## config.mk

```make
export PLATFORM = sky130hd
export DESIGN_NAME = uart_cts_tx
export DESIGN_NICKNAME = d
export VERILOG_FILES = /design/src/rtl/uart_tx_pkg.sv /design/src/rtl/uart_tx_baud.sv /design/src/rtl/uart_tx_sync.sv /design/src/rtl/uart_tx_shifter.sv /design/src/rtl/uart_cts_tx.sv
export SDC_FILE = /design/constraint.sdc
export NUM_CORES = 1
export LEC_CHECK = 0
export BUFFER_PORTS_ARGS = -buffer_cell sky130_fd_sc_hd__buf_4
export CORE_MARGIN = 2
export CORE_UTILIZATION = 59
export CTS_BUF_LIST = sky130_fd_sc_hd__clkbuf_16
export DETAILED_ROUTE_END_ITERATION = 10
export GPL_TIMING_DRIVEN = 0
export PLACE_DENSITY = 0.83
export SETUP_SLACK_MARGIN = 0.2
export SYNTH_ARGS = -nofsm -noshare
export SYNTH_HDL_FRONTEND = slang
export SYNTH_SLANG_ARGS = --single-unit
export TNS_END_PERCENT = 10
```

## constraint.sdc

```tcl
create_clock -name clk -period 6.7 [get_ports clk]
set_clock_uncertainty 0.2 [all_clocks]
set_input_delay 0.335 -clock clk [delete_from_list [all_inputs] [get_ports clk]]
set_output_delay 0.335 -clock clk [all_outputs]
set_load 0.02 [all_outputs]
```

## src/rtl/uart_tx_pkg.sv

```systemverilog
// Shared constants, the frame format type and frame-building helpers for
// the buffered UART transmitter. Assumes at most 9 data bits, one parity
// bit and two stop bits per frame.
package uart_tx_pkg;

    localparam int unsigned OVERSAMPLE = 16;
    localparam int unsigned OVS_W      = $clog2(OVERSAMPLE);
    localparam int unsigned MAX_DATA   = 9;
    localparam int unsigned FRAME_W    = 1 + MAX_DATA + 1 + 2;
    localparam int unsigned LEN_W      = $clog2(FRAME_W + 1);

    typedef struct packed {
        logic nine;
        logic par_en;
        logic par_odd;
        logic stop2;
    } fmt_t;

    // Builds the full frame, bit 0 first on the line; unused upper bits are 1.
    function automatic logic [FRAME_W-1:0] build_frame(
        input logic [MAX_DATA-1:0] d,
        input fmt_t                f
    );
        logic [FRAME_W-1:0] fr;
        logic               p;
        int                 dl;
        dl    = f.nine ? 9 : 8;
        fr    = '1;
        fr[0] = 1'b0;
        p     = f.par_odd;
        for (int i = 0; i < int'(MAX_DATA); i++) begin
            if (i < dl) begin
                fr[1 + i] = d[i];
                p         = p ^ d[i];
            end
        end
        if (f.par_en) begin
            fr[1 + dl] = p;
        end
        return fr;
    endfunction

    // Total number of bits in a frame of the given format.
    function automatic logic [LEN_W-1:0] frame_len(input fmt_t f);
        return LEN_W'(10) + LEN_W'(f.nine) + LEN_W'(f.par_en) + LEN_W'(f.stop2);
    endfunction

endpackage

```

## src/rtl/uart_tx_baud.sv

```systemverilog
// Bit-period timer. Counts 16*(div+1) clocks per bit while run is high and
// pulses tick on the last clock of each bit. restart zeroes the count so
// that a new frame begins on a fresh bit boundary. Assumes div is held
// steady during a frame.
module uart_tx_baud
    import uart_tx_pkg::*;
#(
    parameter int unsigned DIV_W = 8
) (
    input  logic             clk,
    input  logic             rst_n,
    input  logic             restart,
    input  logic             run,
    input  logic [DIV_W-1:0] div,
    output logic             tick
);

    localparam int unsigned CNT_W = DIV_W + OVS_W;

    logic [CNT_W-1:0] cnt;
    logic [CNT_W-1:0] last;

    // Last count value of a bit: 16*(div+1)-1.
    assign last = (CNT_W'(div) * CNT_W'(OVERSAMPLE)) + CNT_W'(OVERSAMPLE - 1);
    assign tick = run && (cnt == last);

    // Advances the in-bit counter and wraps it at the end of each bit.
    always_ff @(posedge clk) begin
        if (!rst_n) begin
            cnt <= '0;
        end else if (restart || !run || tick) begin
            cnt <= '0;
        end else begin
            cnt <= cnt + 1'b1;
        end
    end

endmodule

```

## src/rtl/uart_tx_sync.sv

```systemverilog
// Multi-stage synchroniser for an asynchronous level input. Resets to the
// idle level so that nothing is seen as asserted straight out of reset.
module uart_tx_sync #(
    parameter int unsigned STAGES   = 2,
    parameter logic        IDLE_LVL = 1'b1
) (
    input  logic clk,
    input  logic rst_n,
    input  logic async_in,
    output logic sync_out
);

    logic [STAGES-1:0] chain;

    // Shifts the input through the flop chain.
    generate
        if (STAGES == 1) begin : g_one
            always_ff @(posedge clk) begin
                if (!rst_n) chain <= {STAGES{IDLE_LVL}};
                else        chain <= async_in;
            end
        end else begin : g_many
            always_ff @(posedge clk) begin
                if (!rst_n) chain <= {STAGES{IDLE_LVL}};
                else        chain <= {chain[STAGES-2:0], async_in};
            end
        end
    endgenerate

    assign sync_out = chain[STAGES-1];

endmodule

```

## src/rtl/uart_tx_shifter.sv

```systemverilog
// Frame shifter. On start it captures a full frame built from the data
// word and format, then moves one bit per tick onto the line. done pulses
// on the tick that ends the last stop bit. start wins over that final tick,
// which gives back-to-back frames with no idle clock between them.
module uart_tx_shifter
    import uart_tx_pkg::*;
(
    input  logic                clk,
    input  logic                rst_n,
    input  logic                start,
    input  logic [MAX_DATA-1:0] data,
    input  fmt_t                fmt,
    input  logic                tick,
    output logic                busy,
    output logic                done,
    output logic                line
);

    logic [FRAME_W-1:0] frame;
    logic [LEN_W-1:0]   left;

    assign done = tick && (left == '0);
    assign line = busy ? frame[0] : 1'b1;

    // Loads a new frame or shifts out one bit per tick.
    always_ff @(posedge clk) begin
        if (!rst_n) begin
            frame <= '1;
            left  <= '0;
            busy  <= 1'b0;
        end else if (start) begin
            frame <= build_frame(data, fmt);
            left  <= frame_len(fmt) - 1'b1;
            busy  <= 1'b1;
        end else if (tick) begin
            if (left == '0) begin
                busy <= 1'b0;
            end else begin
                frame <= {1'b1, frame[FRAME_W-1:1]};
                left  <= left - 1'b1;
            end
        end
    end

endmodule

```

## src/rtl/uart_cts_tx.sv

```systemverilog
// Buffered UART transmitter top. Holds one word in front of the frame
// shifter, gates frame starts on enable and synchronised clear-to-send,
// and keeps the sticky interrupt and overrun flags. Assumes format and
// divider inputs are changed only while the transmitter is idle.
module uart_cts_tx
    import uart_tx_pkg::*;
#(
    parameter int unsigned DIV_W     = 8,
    parameter int unsigned CTS_STAGE = 2
) (
    input  logic                clk,
    input  logic                rst_n,
    input  logic                tx_en,
    input  logic [DIV_W-1:0]    div_val,
    input  logic                fmt_9bit,
    input  logic                par_en,
    input  logic                par_odd,
    input  logic                stop_two,
    input  logic                cts_en,
    input  logic                cts_n,
    input  logic                irq_sel,
    input  logic                wr_valid,
    input  logic [MAX_DATA-1:0] wr_data,
    input  logic                irq_clr,
    input  logic                ovr_clr,
    output logic                txd,
    output logic                buf_empty,
    output logic                shift_empty,
    output logic                irq,
    output logic                overrun
);

    logic [MAX_DATA-1:0] hold_q;
    logic                hold_full;
    logic                cts_s;
    logic                cts_ok;
    logic                busy;
    logic                done;
    logic                tick;
    logic                start;
    logic                irq_evt;
    fmt_t                fmt;

    assign fmt = '{nine: fmt_9bit, par_en: par_en, par_odd: par_odd, stop2: stop_two};

    uart_tx_sync #(.STAGES(CTS_STAGE), .IDLE_LVL(1'b1)) u_cts_sync (
        .clk      (clk),
        .rst_n    (rst_n),
        .async_in (cts_n),
        .sync_out (cts_s)
    );

    assign cts_ok = !cts_en || !cts_s;
    assign start  = hold_full && tx_en && cts_ok && (!busy || done);

    uart_tx_baud #(.DIV_W(DIV_W)) u_baud (
        .clk     (clk),
        .rst_n   (rst_n),
        .restart (start),
        .run     (busy),
        .div     (div_val),
        .tick    (tick)
    );

    uart_tx_shifter u_shift (
        .clk   (clk),
        .rst_n (rst_n),
        .start (start),
        .data  (hold_q),
        .fmt   (fmt),
        .tick  (tick),
        .busy  (busy),
        .done  (done),
        .line  (txd)
    );

    // Holding register: accepts a write when free, releases it on start.
    always_ff @(posedge clk) begin
        if (!rst_n) begin
            hold_q    <= '0;
            hold_full <= 1'b0;
        end else if (start) begin
            hold_full <= 1'b0;
        end else if (wr_valid && !hold_full) begin
            hold_q    <= wr_data;
            hold_full <= 1'b1;
        end
    end

    // Sticky overrun flag for writes that find the holding register full.
    always_ff @(posedge clk) begin
        if (!rst_n) begin
            overrun <= 1'b0;
        end else if (wr_valid && hold_full) begin
            overrun <= 1'b1;
        end else if (ovr_clr) begin
            overrun <= 1'b0;
        end
    end

    assign irq_evt = irq_sel ? (done && !start) : start;

    // Sticky interrupt request; a new event wins over a clear.
    always_ff @(posedge clk) begin
        if (!rst_n) begin
            irq <= 1'b0;
        end else if (irq_evt) begin
            irq <= 1'b1;
        end else if (irq_clr) begin
            irq <= 1'b0;
        end
    end

    assign buf_empty   = !hold_full;
    assign shift_empty = !busy;

endmodule

```

* Word-level counts from Yosys, hierarchy flattened
Cells that the tools add are included.
** Word-level totals
- Register bits :: 44
- Logic and storage cells :: 143
- Output and inout port bits :: 5
- Input bits :: 30
** Operators by class
- Order comparisons :: 11
- Bitwise logic cells :: 11
- Muxes and demuxes :: 74
- $add $sub $neg :: 8
- Reductions and logical operators :: 28
- Equality and inequality tests :: 2
** Operators by type and width (count)
- less-than comparator 4 x 32 -> 1 bit (first input constant) :: 4
- 2-to-1 mux 1 bit :: 65
- less-than comparator 3 x 32 -> 1 bit (first input constant) :: 2
- 2-to-1 mux 13 bit :: 4
- adder 2 x 32 -> 32 bit (first input constant) :: 1
- greater-or-equal comparator 32 x 1 -> 1 bit (second input constant) :: 1
- less-than comparator 1 x 32 -> 1 bit (first input constant) :: 1
- less-than comparator 2 x 32 -> 1 bit (first input constant) :: 1
- less-than comparator 32 x 6 -> 1 bit (second input constant) :: 1
- less-than comparator 5 x 32 -> 1 bit (first input constant) :: 1
- bitwise mux 13 bit :: 1
- adder 12 x 1 -> 12 bit (second input constant) :: 1
- adder 12 x 4 -> 12 bit (second input constant) :: 1
- == test 12 bit :: 1
- 2-to-1 mux 4 bit :: 3
- logical AND 1 bit :: 9
- XOR 1 bit :: 9
- adder 4 x 1 -> 4 bit :: 2
- nonzero test 2 bit :: 4
- subtractor 4 x 1 -> 4 bit (second input constant) :: 2
- AND reduction 2 bit :: 3
- logical NOT 1 bit :: 5
- adder 4 x 1 -> 4 bit (first input constant) :: 1
- demux 1 bit (select 4 bit) :: 1
- other kinds (5) :: 10

* Logic depth before layout (Yosys ltp)
Gate-level depths: netlist of the first run.
- Word-level depth :: 43
- Mapped depth :: 9
- Gate-level depth less buffers :: 8

* Hierarchy
Synthesis of the first run repeated with hierarchy kept, for this count alone.
** Second synthesis, totals
- Cell total of the unflattened synthesis :: 242
- Area total of the unflattened synthesis :: 2268.4 um^2
** Modules (own cells, without submodules)
- uart_tx_shifter :: area an instance 978.4 um^2, cells an instance 105, times used 1, seq. area each 320.3 um^2
- uart_tx_baud :: area an instance 669.4 um^2, cells an instance 70, times used 1, seq. area each 240.2 um^2
- uart_cts_tx :: area an instance 568.0 um^2, cells an instance 63, times used 1, seq. area each 240.2 um^2
- uart_tx_sync :: area an instance 52.6 um^2, cells an instance 4, times used 1, seq. area each 40.0 um^2

* Worst setup path after synthesis of the first run
No wires, ideal clock.
- Path kind :: reg2reg
- From :: register u_baud.cnt[0]
- To :: register u_shift.frame[1]
- Cell stages (with the launch flop) :: 8
- Setup time :: 0.122 ns
- Path slack :: 4.563 ns
- Data required time :: 6.378 ns
- Arrival time :: 1.816 ns
- Clock period less this slack :: 2.137 ns
- Buffers on the path :: 1
- Cells stage by stage :: dfxtp_1 > ha_1 > and3_2 > nand3_2 > or3_1 > a22o_1 > buf_6 > a221o_1
** Between the ends
- Longest elaborated chain between the ends :: 7
- Elaborated cells on any way between the ends :: 9
** Ends and longest elaborated chain
- start: declaration :: RTL line uart_tx_baud.sv:20 : logic [CNT_W-1:0] cnt;
- start signal: assignment :: RTL line uart_tx_baud.sv:34 : cnt <= cnt + 1'b1;
- == test 12 bit * :: RTL line uart_tx_baud.sv:25 : assign tick = run && (cnt == last);
- logical AND 1 bit * :: RTL line uart_tx_baud.sv:25
- logical AND 1 bit :: RTL line uart_tx_shifter.sv:22 : assign done = tick && (left == '0);
- logical OR 1 bit :: RTL line uart_cts_tx.sv:54 : assign start = hold_full && tx_en && cts_ok && (!busy || done);
- logical AND 1 bit :: RTL line uart_cts_tx.sv:54
- != test 2 bit (no source line) / nonzero test 2 bit (equally long branches)
- AND reduction 2 bit (no source line)
- end signal: assignment :: RTL line uart_tx_shifter.sv:32 : frame <= build_frame(data, fmt);
- end signal: assignment :: RTL line uart_tx_shifter.sv:39 : frame <= {1'b1, frame[FRAME_W-1:1]};
- end: declaration :: RTL line uart_tx_shifter.sv:19 : logic [FRAME_W-1:0] frame;
Every way passes the cells marked *; elsewhere a longest branch is shown, timed or not.
A chain may end at the register's enable or synchronous reset.

* Worst setup path after layout of the first run
- From :: register u_baud.cnt[0]
- To :: register u_shift.frame[7]
Same word-level chain as after synthesis.

==> results.md, run 1 <==
* Initial antenna violation count at 0
* Leading area contributor after synthesis: dfxtp_1
* Mapped cell area at 0.00200 mm²
* All-Layer GR Usage at 0.240
* Setup_tns at 0 ns
* Fin. max-slew vios at 0
* Sink Count at 42
* Lkg Pwr at 0.989 nW
* Minimum clock period at 2.38 ns
* Status: complete, no violations
* Sequential-to-total area share from yosys stat at 0.421
* I/O pins at 35
* Largest net degree at the start of global routing at 15
* # hold bufs at CTS at 0
* MaxCap Viol Count at 0
* Worst r2r src: u_baud.cnt[0]
* Row count at 21
* Top cells by area, synth: dfxtp_1, nand2_1, xnor2_1
* Critical-path maximum fanout at 10
* Yosys warns at 0
* CTS H-tree lvls at 2
* Via count of the routed design at 1,668
* Hold Crit Class: input port to register
* Worst-path clk slew at 0.06 ns
* Net count, final at 303
* Critical path launch point type: register
* Post-synth EDFFs at 0
* DRT iter0 DRCs at 133
* Die width at 62.2 µm
* Drc violations at 0
* Final wirelength at 4.29 mm
* Num CTS Buffers at 5
* Pre-antenna DRT Iters at 4
* Rel. slew slack at 0.527
* IR drop worst, VDD at 197 µV
* Distinct cells, synth at 38
* Dpl hpwl at 2.81 mm
* RD Place Congestion at 0.814
* WL/cell at 13.6 µm
* Top-area cell type share of the netlist area at 0.421
* P&R area growth vs syn at 23.0%
* Commonest cells post-synth: nand2_1, dfxtp_1, xnor2_1, nor2_1, inv_1
* # Post-CTS Setup Buffers at 0
* Max clock buf depth at 2
* Kind of critical path: register to register
* Asr flop ratio synth at 0
* Critical Path RT at 6.66 ns
* Crit end category: register
* Fmax at 420 MHz
* Syn Area/Cell at 8.79 µm²
* Global-route wire length before repair at 7.33 mm
* Post-Synthesis Cells at 227
* Fin crit share at 0.356
* Initial Utilization at 0.608
* Number of global-route vias before repair at 1,650
* Core area at 0.00328 mm²
* Share of layout cells above drive strength 1 at 0.197
* Grt ovf at 0
* Clk Latency, worst-skew pair at 0.29 ns
* Top FF cell, synth: dfxtp_1
* CTS tree: yes
* Routed vias/inst at 5.30
* Die height at 62.2 µm
* Post-cts resize count at 0
* Critical Path Start: u_baud.cnt[0]
* Full die area at 0.00386 mm²
* Power density over cell area at 235 mW/mm²
* Final hold violation count at 0
* Post-Syn Nets at 262
* Layout Utilization at 0.747
* Clock root cell: clkbuf_16
* Most common cell in the netlist: nand2_1
* Final setup fails at 0
* # diodes at 0
* Worst hold start: cts_n
* RSZ-0062 raised after global routing: no
* Critical Path AT at 2.35 ns
* Flops & latches, synth at 42
* Fill count at 251
* PortBufs at 34
* Worst-margin pin slew at 0.703 ns
* Final ANT Viol Nets at 0
[layer usage]
metal  vias up  wire [µm]  GRT usage
met5         -          0          0
met4         0         81     0.0833
met3        11        208     0.0688
met2        50       2110      0.427
met1       758       1890      0.275
li1        849          -          -
[critical path, cell delays in order, from the launching register on]
cell and delay [ns]:
dfxtp_1 0.34, ha_1 0.18, and3_2 0.27, nand3_2 0.13
or3_1 0.43, a22o_1 0.27, buf_6 0.14, a221o_1 0.30
[power by group]
group | total (W) | switching [W] | internal, W
registers | 0.000269 | 0.00000821 | 0.000260
clock network | 0.000238 | 0.0000997 | 0.000138
logic | 0.0000701 | 0.0000334 | 0.0000366
[cell type report]
cell class	instances	area, µm²	share of cell area
clock buffer	5	125	0.0510
clock inverter	3	21.3	0.00866
inverter	11	41.3	0.0168
sequential	42	841	0.343
tap	46	57.6	0.0234
multi-input combinational	166	1070	0.437
buffer	8	40.0	0.0163
timing repair buffer	34	255	0.104
[through the flow]
stage                     setup WS (ns)  total power, W  std cells  hold WS [ns]  cell area [µm²]
after floorplan                    4.56        0.000316        227         0.186             2000
after global routing               4.27        0.000598        315        0.0475             2450
after detailed placement           4.43        0.000342        307         0.191             2310
after global placement             4.45        0.000341        307         0.190             2310
after CTS                          4.34        0.000577        315        0.0307             2450
final                              4.32        0.000576        315        0.0318             2450
[path summary, 6_finish.rpt]
path	endpoint	slack (ns)	depth (start not counted)
setup / recovery	u_shift.frame[7]	4.32	7
hold reg to reg	u_cts_sync.chain[1]	0.20	1
setup reg to reg	u_shift.frame[7]	4.32	7
hold / removal	u_cts_sync.chain[0]	0.03	2
[kinds of logic (layout without fill, tap and decap cells)]
logic type | Yosys count | after routing | share of synthesized area
buffers and inverters | 19 | 61 | 0.0408
muxes | 1 | 1 | 0.00502
and+or+nand+nor | 95 | 95 | 0.220
adders and majority gates | 5 | 5 | 0.0313
DFF | 42 | 42 | 0.421
xor gates and xnor gates | 30 | 30 | 0.147
AOI/OAI and AO/OA | 35 | 35 | 0.135
[registers in the layout, indices dropped and copies added (netlist names)]
signal            flops
u_shift.busy          1
irq                   1
overrun               1
hold_q                9
hold_full             1
u_cts_sync.chain      2
u_shift.left          4
u_shift.frame        11
u_baud.cnt           12
[layout by cell type (no fill, tap or decap), drive strengths merged, types with 8 or more instances in the layout]
master and n:
nand2 48, dfxtp 42, buf 37, xnor2 24, nor2 15, inv 11
a21boi 11, clkbuf 10, nand3 9, a221o 8
Note: power is estimated with default switching activity, not from simulation.
==> inputs of run 2 (changes only) <==
--- a/config.mk
+++ b/config.mk
@@ -7,11 +7,11 @@
 export LEC_CHECK = 0
 export BUFFER_PORTS_ARGS = -buffer_cell sky130_fd_sc_hd__buf_4
 export CORE_MARGIN = 2
-export CORE_UTILIZATION = 59
+export CORE_UTILIZATION = 55
 export CTS_BUF_LIST = sky130_fd_sc_hd__clkbuf_16
 export DETAILED_ROUTE_END_ITERATION = 10
 export GPL_TIMING_DRIVEN = 0
-export PLACE_DENSITY = 0.83
+export PLACE_DENSITY = 0.79
 export SETUP_SLACK_MARGIN = 0.2
 export SYNTH_ARGS = -nofsm -noshare
 export SYNTH_HDL_FRONTEND = slang
==> constraint.sdc (replaced) <==
create_clock -name clk -period 2.4 [get_ports clk]
set_clock_uncertainty 0.2 [all_clocks]
set_input_delay 0.12 -clock clk [delete_from_list [all_inputs] [get_ports clk]]
set_output_delay 0.12 -clock clk [all_outputs]
set_load 0.02 [all_outputs]
==> run 2 against run 1 <==
  * First-iteration DRC count shrank 22%
  * Global-route usage about the same
  * Worst setup slack lost 4.2 ns
  * Sequential share of layout area down 2.4 points
  * Non-clock buffer count increased by 16
  * Cell count rose by 5.1%
  * Sequential power increased to 2.8 times the previous value
  * Critical endpoint is now u_shift.frame[6]
==> results.md, run 2 (synthesis results as in run 1) <==
* Status: complete, no violations
* Fin crit share at 0.949
* Largest net degree at the start of global routing at 14
* Clock root cell: clkbuf_16
* Slowest cell delay on critical path at 0.39 ns
* P&R area growth vs syn at 32.7%
* Via count of the routed design at 1,733
* Drc violations at 0
* Worst-path clk slew at 0.06 ns
* Post-route setup slack at 0.123 ns
* WP buf/inv at 1
* Minimum clock period at 2.28 ns
* Num CTS Buffers at 5
* Power density over cell area at 646 mW/mm²
* Lkg Pwr at 1.06 nW
* R2r setup slk at 0.12 ns
* Critical Path AT at 2.24 ns
* Cell breakdown of the critical path: ha_2 -> and3_4 -> nand3_2 -> or3_1 -> a22o_1 -> buf_6 -> a221o_1
* Number of global-route vias before repair at 1,709
* Pre-antenna DRT Iters at 4
* Initial Utilization at 0.584
* Dpl hpwl at 2.94 mm
* Most frequent cells in the layout: nand2_1, dfxtp_1, buf_4
* CTS tree: yes
* Die height at 64.2 µm
* Fin. max-slew vios at 0
* Critical path launch point type: register
* Die width at 64.2 µm
* Final ANT Viol Nets at 0
* Kind of critical path: register to register
* WL/cell at 13.2 µm
* Cell count after placement at 307
* MaxCap Viol Count at 0
* Non-filler cells in the finished layout at 331
* Clk Latency, worst-skew pair at 0.28 ns
* Rel. slew slack at 0.657
* IR drop worst, VDD at 514 µV
* Reg2reg path depth at 7
* Worst r2r src: u_baud.cnt[1]
* Row count at 21
* Critical Path RT at 2.37 ns
* Crit end category: register
* Core area at 0.00342 mm²
* RD Place Congestion at 0.788
* # diodes at 0
* Sink Count at 42
* Biggest register: u_baud.cnt
* Full die area at 0.00413 mm²
* Largest regs: u_baud.cnt (12), u_shift.frame (11), hold_q (9)
* Fmax at 439 MHz
* Post-place setup slack at 0.133 ns
* Setup_tns at 0 ns
* Grt ovf at 0
* Share of layout cells above drive strength 1 at 0.196
* Routed vias/inst at 5.24
* Reg-to-Reg End: u_shift.frame[6]
* Max FFs per register at 12
* Worst-margin pin slew at 0.514 ns
* Worst path top cell family by delay: simple AND/OR/NAND/NOR gates
* Hold Crit Class: input port to register
* Global-route wire length before repair at 7.61 mm
* Final hold violation count at 0
* Slowest CP cell: or3_1
* All-Layer GR Usage at 0.240
* RSZ-0062 raised after global routing: yes
* CTS H-tree lvls at 2
* Final wirelength at 4.38 mm
* DRT iter0 DRCs at 104
* Initial antenna violation count at 0
* WHS Endpoint: irq
* Net count, final at 319
* PortBufs at 34
* Critical-path maximum fanout at 10
* Hold_ws at 0.0179 ns
* Worst hold start: irq_sel
* I/O pins at 35
* Final setup fails at 0
* Max clock buf depth at 2
* Commonest non-fill, non-tap cell in the layout: nand2_1
* Layout Utilization at 0.775
* Hold path cells at 4
[run 2: changes by cell type in the layout (fill, tap and decap cells not counted), sizes merged]
cell,before,now
buf,37,38
dlygate4sd3,0,16
clkbuf,10,9
bufinv,0,1
clkinvlp,1,0
[run 2: what timing repair did]
action	in CTS	in global routing
endpoints found under the setup margin	23	26
resized for setup	3	2
hold buffers	16	0
setup buffers	0	0
hold endpoints to repair	18	0
[run 2: worst reg2reg max path, cell delays in order, from the launching register on]
cell,delay [ns]
dfxtp_1,0.34
ha_2,0.20
and3_4,0.23
nand3_2,0.11
or3_1,0.39
a22o_1,0.25
buf_6,0.14
a221o_1,0.30
[run 2: worst max-delay path by stage]
stage | from | end | slack (ns) | depth (start not counted)
2_1_floorplan | u_baud.cnt[0] | u_shift.frame[2] | 0.26 | 7
3_3_place_gp | u_baud.cnt[0] | u_shift.frame[6] | 0.16 | 7
3_5_place_dp | u_baud.cnt[0] | u_shift.frame[9] | 0.13 | 8
4_1_cts | u_shift.left[0] | u_shift.left[3] | 0.12 | 8
5_1_grt | u_baud.cnt[1] | u_shift.frame[9] | 0.03 | 8
6_report | u_baud.cnt[1] | u_shift.frame[6] | 0.12 | 7
[run 2: area by class of cell]
type,count,area [µm²]
multi-input combinational,166,1090
inverter,11,41.3
buffer,8,40.0
timing repair buffer,50,415
clock inverter,3,40.0
sequential,42,842
clock buffer,5,125
tap,46,57.6
fill,263,768
[run 2: power breakdown]
part	internal (W)	leakage [nW]	switching, W
Clock	0.000486	0.0836	0.000259
Sequential	0.000727	0.343	0.0000227
Combinational	0.000119	0.636	0.0000968
[run 2: layer usage]
metal | wire length (µm) | vias to the layer above | share of wire | global-route usage
li1 | - | 886 | - | -
met1 | 1920 | 811 | 0.44 | 0.278
met2 | 2240 | 30 | 0.51 | 0.421
met3 | 154 | 6 | 0.035 | 0.0634
met4 | 66 | 0 | 0.015 | 0.0904
met5 | 0 | - | 0 | 0
[run 2: through the flow]
step	power (W)	cell area (µm²)
3_5_place_dp	0.000957	2310
6_report	0.00171	2650
4_1_cts	0.00172	2640
2_1_floorplan	0.000882	2000
3_3_place_gp	0.000952	2310
5_1_grt	0.00179	2650
==> inputs of run 3 (changes only) <==
--- a/config.mk
+++ b/config.mk
@@ -5,13 +5,15 @@
 export SDC_FILE = /design/constraint.sdc
 export NUM_CORES = 1
 export LEC_CHECK = 0
+export ABC_AREA = 1
 export BUFFER_PORTS_ARGS = -buffer_cell sky130_fd_sc_hd__buf_4
+export CAP_MARGIN = 20
 export CORE_MARGIN = 2
-export CORE_UTILIZATION = 55
+export CORE_UTILIZATION = 57
 export CTS_BUF_LIST = sky130_fd_sc_hd__clkbuf_16
 export DETAILED_ROUTE_END_ITERATION = 10
 export GPL_TIMING_DRIVEN = 0
-export PLACE_DENSITY = 0.79
+export PLACE_DENSITY = 0.8
 export SETUP_SLACK_MARGIN = 0.2
 export SYNTH_ARGS = -nofsm -noshare
 export SYNTH_HDL_FRONTEND = slang
==> run 3 against run 2 <==
  * Design area increased by 17%
  * Clock power increased by 1%
  * Critical path depth increased by 6
  * Count of clock-buffer cells in the layout unchanged
  * Critical endpoint is now u_shift.left[3]
==> results.md, run 3 <==
* Cell breakdown of the critical path: ha_4 -> nand2_2 -> nor2_4 -> nand3_2 -> nor2_4 -> nand2_4 -> nor3_4 -> buf_6 -> buf_6 -> nand3_1 -> nand3_2 -> nand2_1 -> inv_1
* Die width at 68.2 µm
* Global-route wire length before repair at 8.47 mm
* P&R area growth vs syn at 31.7%
* Syn Area/Cell at 6.96 µm²
* Kind of critical path: register to register
* Largest regs: u_baud.cnt (12), u_shift.frame (11), hold_q (9)
* Most common cell in the netlist: nand2_1
* Max FFs per register at 12
* Crit end category: register
* Setup_tns at 0 ns
* Net Switching at 0.000445 W
* Yosys warns at 0
* Fin crit share at 0.880
* Worst-margin pin slew at 0.533 ns
* Worst path top cell family by delay: simple AND/OR/NAND/NOR gates
* Asr flop ratio synth at 0
* Max clock buf depth at 2
* Hold_ws at 0.0128 ns
* Critical path launch point type: register
* Most frequent cells in the layout: nand2_1, inv_1, buf_4
* Critical Path RT at 2.43 ns
* Row count at 23
* Num CTS Buffers at 5
* WP buf/inv at 3
* Slowest cell delay on critical path at 0.36 ns
* Net count, final at 436
* Final hold violation count at 0
* DRT iter0 DRCs at 185
* Worst-path clk slew at 0.06 ns
* Top cells by area, synth: dfxtp_1, nand2_1, inv_1
* Rel. slew slack at 0.644
* Routed vias/inst at 5.09
* Biggest register: u_baud.cnt
* IR drop worst, VDD at 435 µV
* Final wirelength at 5.53 mm
* Dpl hpwl at 3.77 mm
* All-Layer GR Usage at 0.244
* Post-Syn Nets at 372
* Flops & latches, synth at 42
* Logic gate share of total power at 0.155
* RSZ-0062 raised after global routing: no
* Post-Synthesis Cells at 337
* Via count of the routed design at 2,302
* Cell count after placement at 421
* # diodes at 0
* Core area at 0.00397 mm²
* Post-synth EDFFs at 0
* Non-filler cells in the finished layout at 452
* Initial antenna violation count at 0
* Clock root cell: clkbuf_16
* PortBufs at 34
* Critical-path maximum fanout at 5
* Hold Crit Class: input port to register
* WL/cell at 12.2 µm
* Mapped cell area at 0.00235 mm²
* Initial Utilization at 0.591
* Full die area at 0.00465 mm²
* Multi-input gate area at 0.00128 mm²
* Fmax at 474 MHz
* RD Place Congestion at 0.862
* Final setup fails at 0
* Sink Count at 42
* Pre-antenna DRT Iters at 4
* Minimum clock period at 2.11 ns
* Drc violations at 0
* Fill count at 301
* MaxCap Viol Count at 0
* Sequential-to-total area share from yosys stat at 0.358
* Power density over cell area at 579 mW/mm²
* Critical Path AT at 2.14 ns
* Post-place setup slack at 0.229 ns
* Sequential Power Share at 0.423
* Die height at 68.2 µm
* Slowest CP cell: dfxtp_2
* Commonest cells post-synth: nand2_1, inv_1, dfxtp_1, nand3_1, nor2_1
* Share of layout cells above drive strength 1 at 0.246
* Layout Utilization at 0.778
* Largest net degree at the start of global routing at 14
* Int Pwr at 0.00134 W
* Post-route setup slack at 0.288 ns
* Top FF cell, synth: dfxtp_1
* Clk network pwr share at 0.422
* Top-area cell type share of the netlist area at 0.358
* Commonest non-fill, non-tap cell in the layout: nand2_1
* Switching Share at 0.249
* Clk Latency, worst-skew pair at 0.28 ns
* Final ANT Viol Nets at 0
* I/O pins at 35
* Status: complete, no violations
* Grt ovf at 0
* Distinct cells, synth at 36
* CTS H-tree lvls at 2
* Number of global-route vias before repair at 1,999
* CTS tree: yes
* Leading area contributor after synthesis: dfxtp_1
* Lkg Pwr at 1.46 nW
* Storage cell area at 843 µm²
* Fin. max-slew vios at 0
==> run 3: cell count changes in the layout (fill, tap and decap cells not counted), moves of 15 or more <==
| cell | delta |
|---|---|
| a21oi_1 | +16 |
| nand2_1 | +32 |
| xnor2_1 | -15 |
| inv_1 | +38 |
| nand3_1 | +27 |
==> run 3: repair_timing <==
item | CTS | global route
setup buffers | 0 | 7
hold buffers | 15 | 0
setup endpoints to repair | 0 | 16
endpoints found under the hold margin | 14 | 0
resized for setup | 0 | 17
==> run 3: cells by family after synthesis <==
family / Yosys count / synth area share
AND/OR/NAND/NOR: 174 / 0.355
buffers and inverters: 63 / 0.110
AO/OA/AOI/OAI: 45 / 0.121
flip-flops: 42 / 0.358
XOR/XNOR: 8 / 0.0299
adder cells (fa/ha/maj): 5 / 0.0267
==> run 3: final timing paths <==
check	start	endpoint	slack [ns]	cells past startpoint
max	u_baud.cnt[0]	u_shift.left[3]	0.29	13
min	irq_clr	irq	0.01	4
max reg2reg	u_baud.cnt[0]	u_shift.left[3]	0.29	13
min reg2reg	u_cts_sync.chain[0]	u_cts_sync.chain[1]	0.22	1
==> run 3: power groups by stage <==
stage	clock network, W	logic [W]	registers, W
2_1_floorplan	0	0.000171	0.000765
3_3_place_gp	0	0.000242	0.000770
3_5_place_dp	0	0.000249	0.000771
4_1_cts	0.000764	0.000271	0.000756
5_1_grt	0.000793	0.000310	0.000761
6_report	0.000754	0.000278	0.000757
==> run 3: layout make-up <==
class / instances / area share
clock inverters: 3 / 0.0134
flip-flops and latches: 42 / 0.273
well taps: 50 / 0.0203
repair buffers: 57 / 0.152
plain buffers: 9 / 0.0219
clock buffers: 5 / 0.0405
multi-input cells: 232 / 0.414
inverters: 54 / 0.0656
==> run 3: stage by stage <==
step | total power, W | cell area (µm²)
6_report | 0.00179 | 3090
5_1_grt | 0.00186 | 3090
3_3_place_gp | 0.00101 | 2660
3_5_place_dp | 0.00102 | 2660
4_1_cts | 0.00179 | 2980
2_1_floorplan | 0.000936 | 2350
==> run 3: worst reg2reg max path: cells and delay by family (launching register included) <==
family | cells | cell delay, ns
adder cells (fa/ha/maj) | 1 | 0.14
AND/OR/NAND/NOR | 9 | 1.06
buffers and inverters | 3 | 0.30
flip-flops | 1 | 0.36
==> run 3: layer usage <==
metal	wire, µm	GRT usage
met1	2460	0.291
met2	2770	0.422
met3	222	0.0592
met4	70	0.0900
met5	0	0
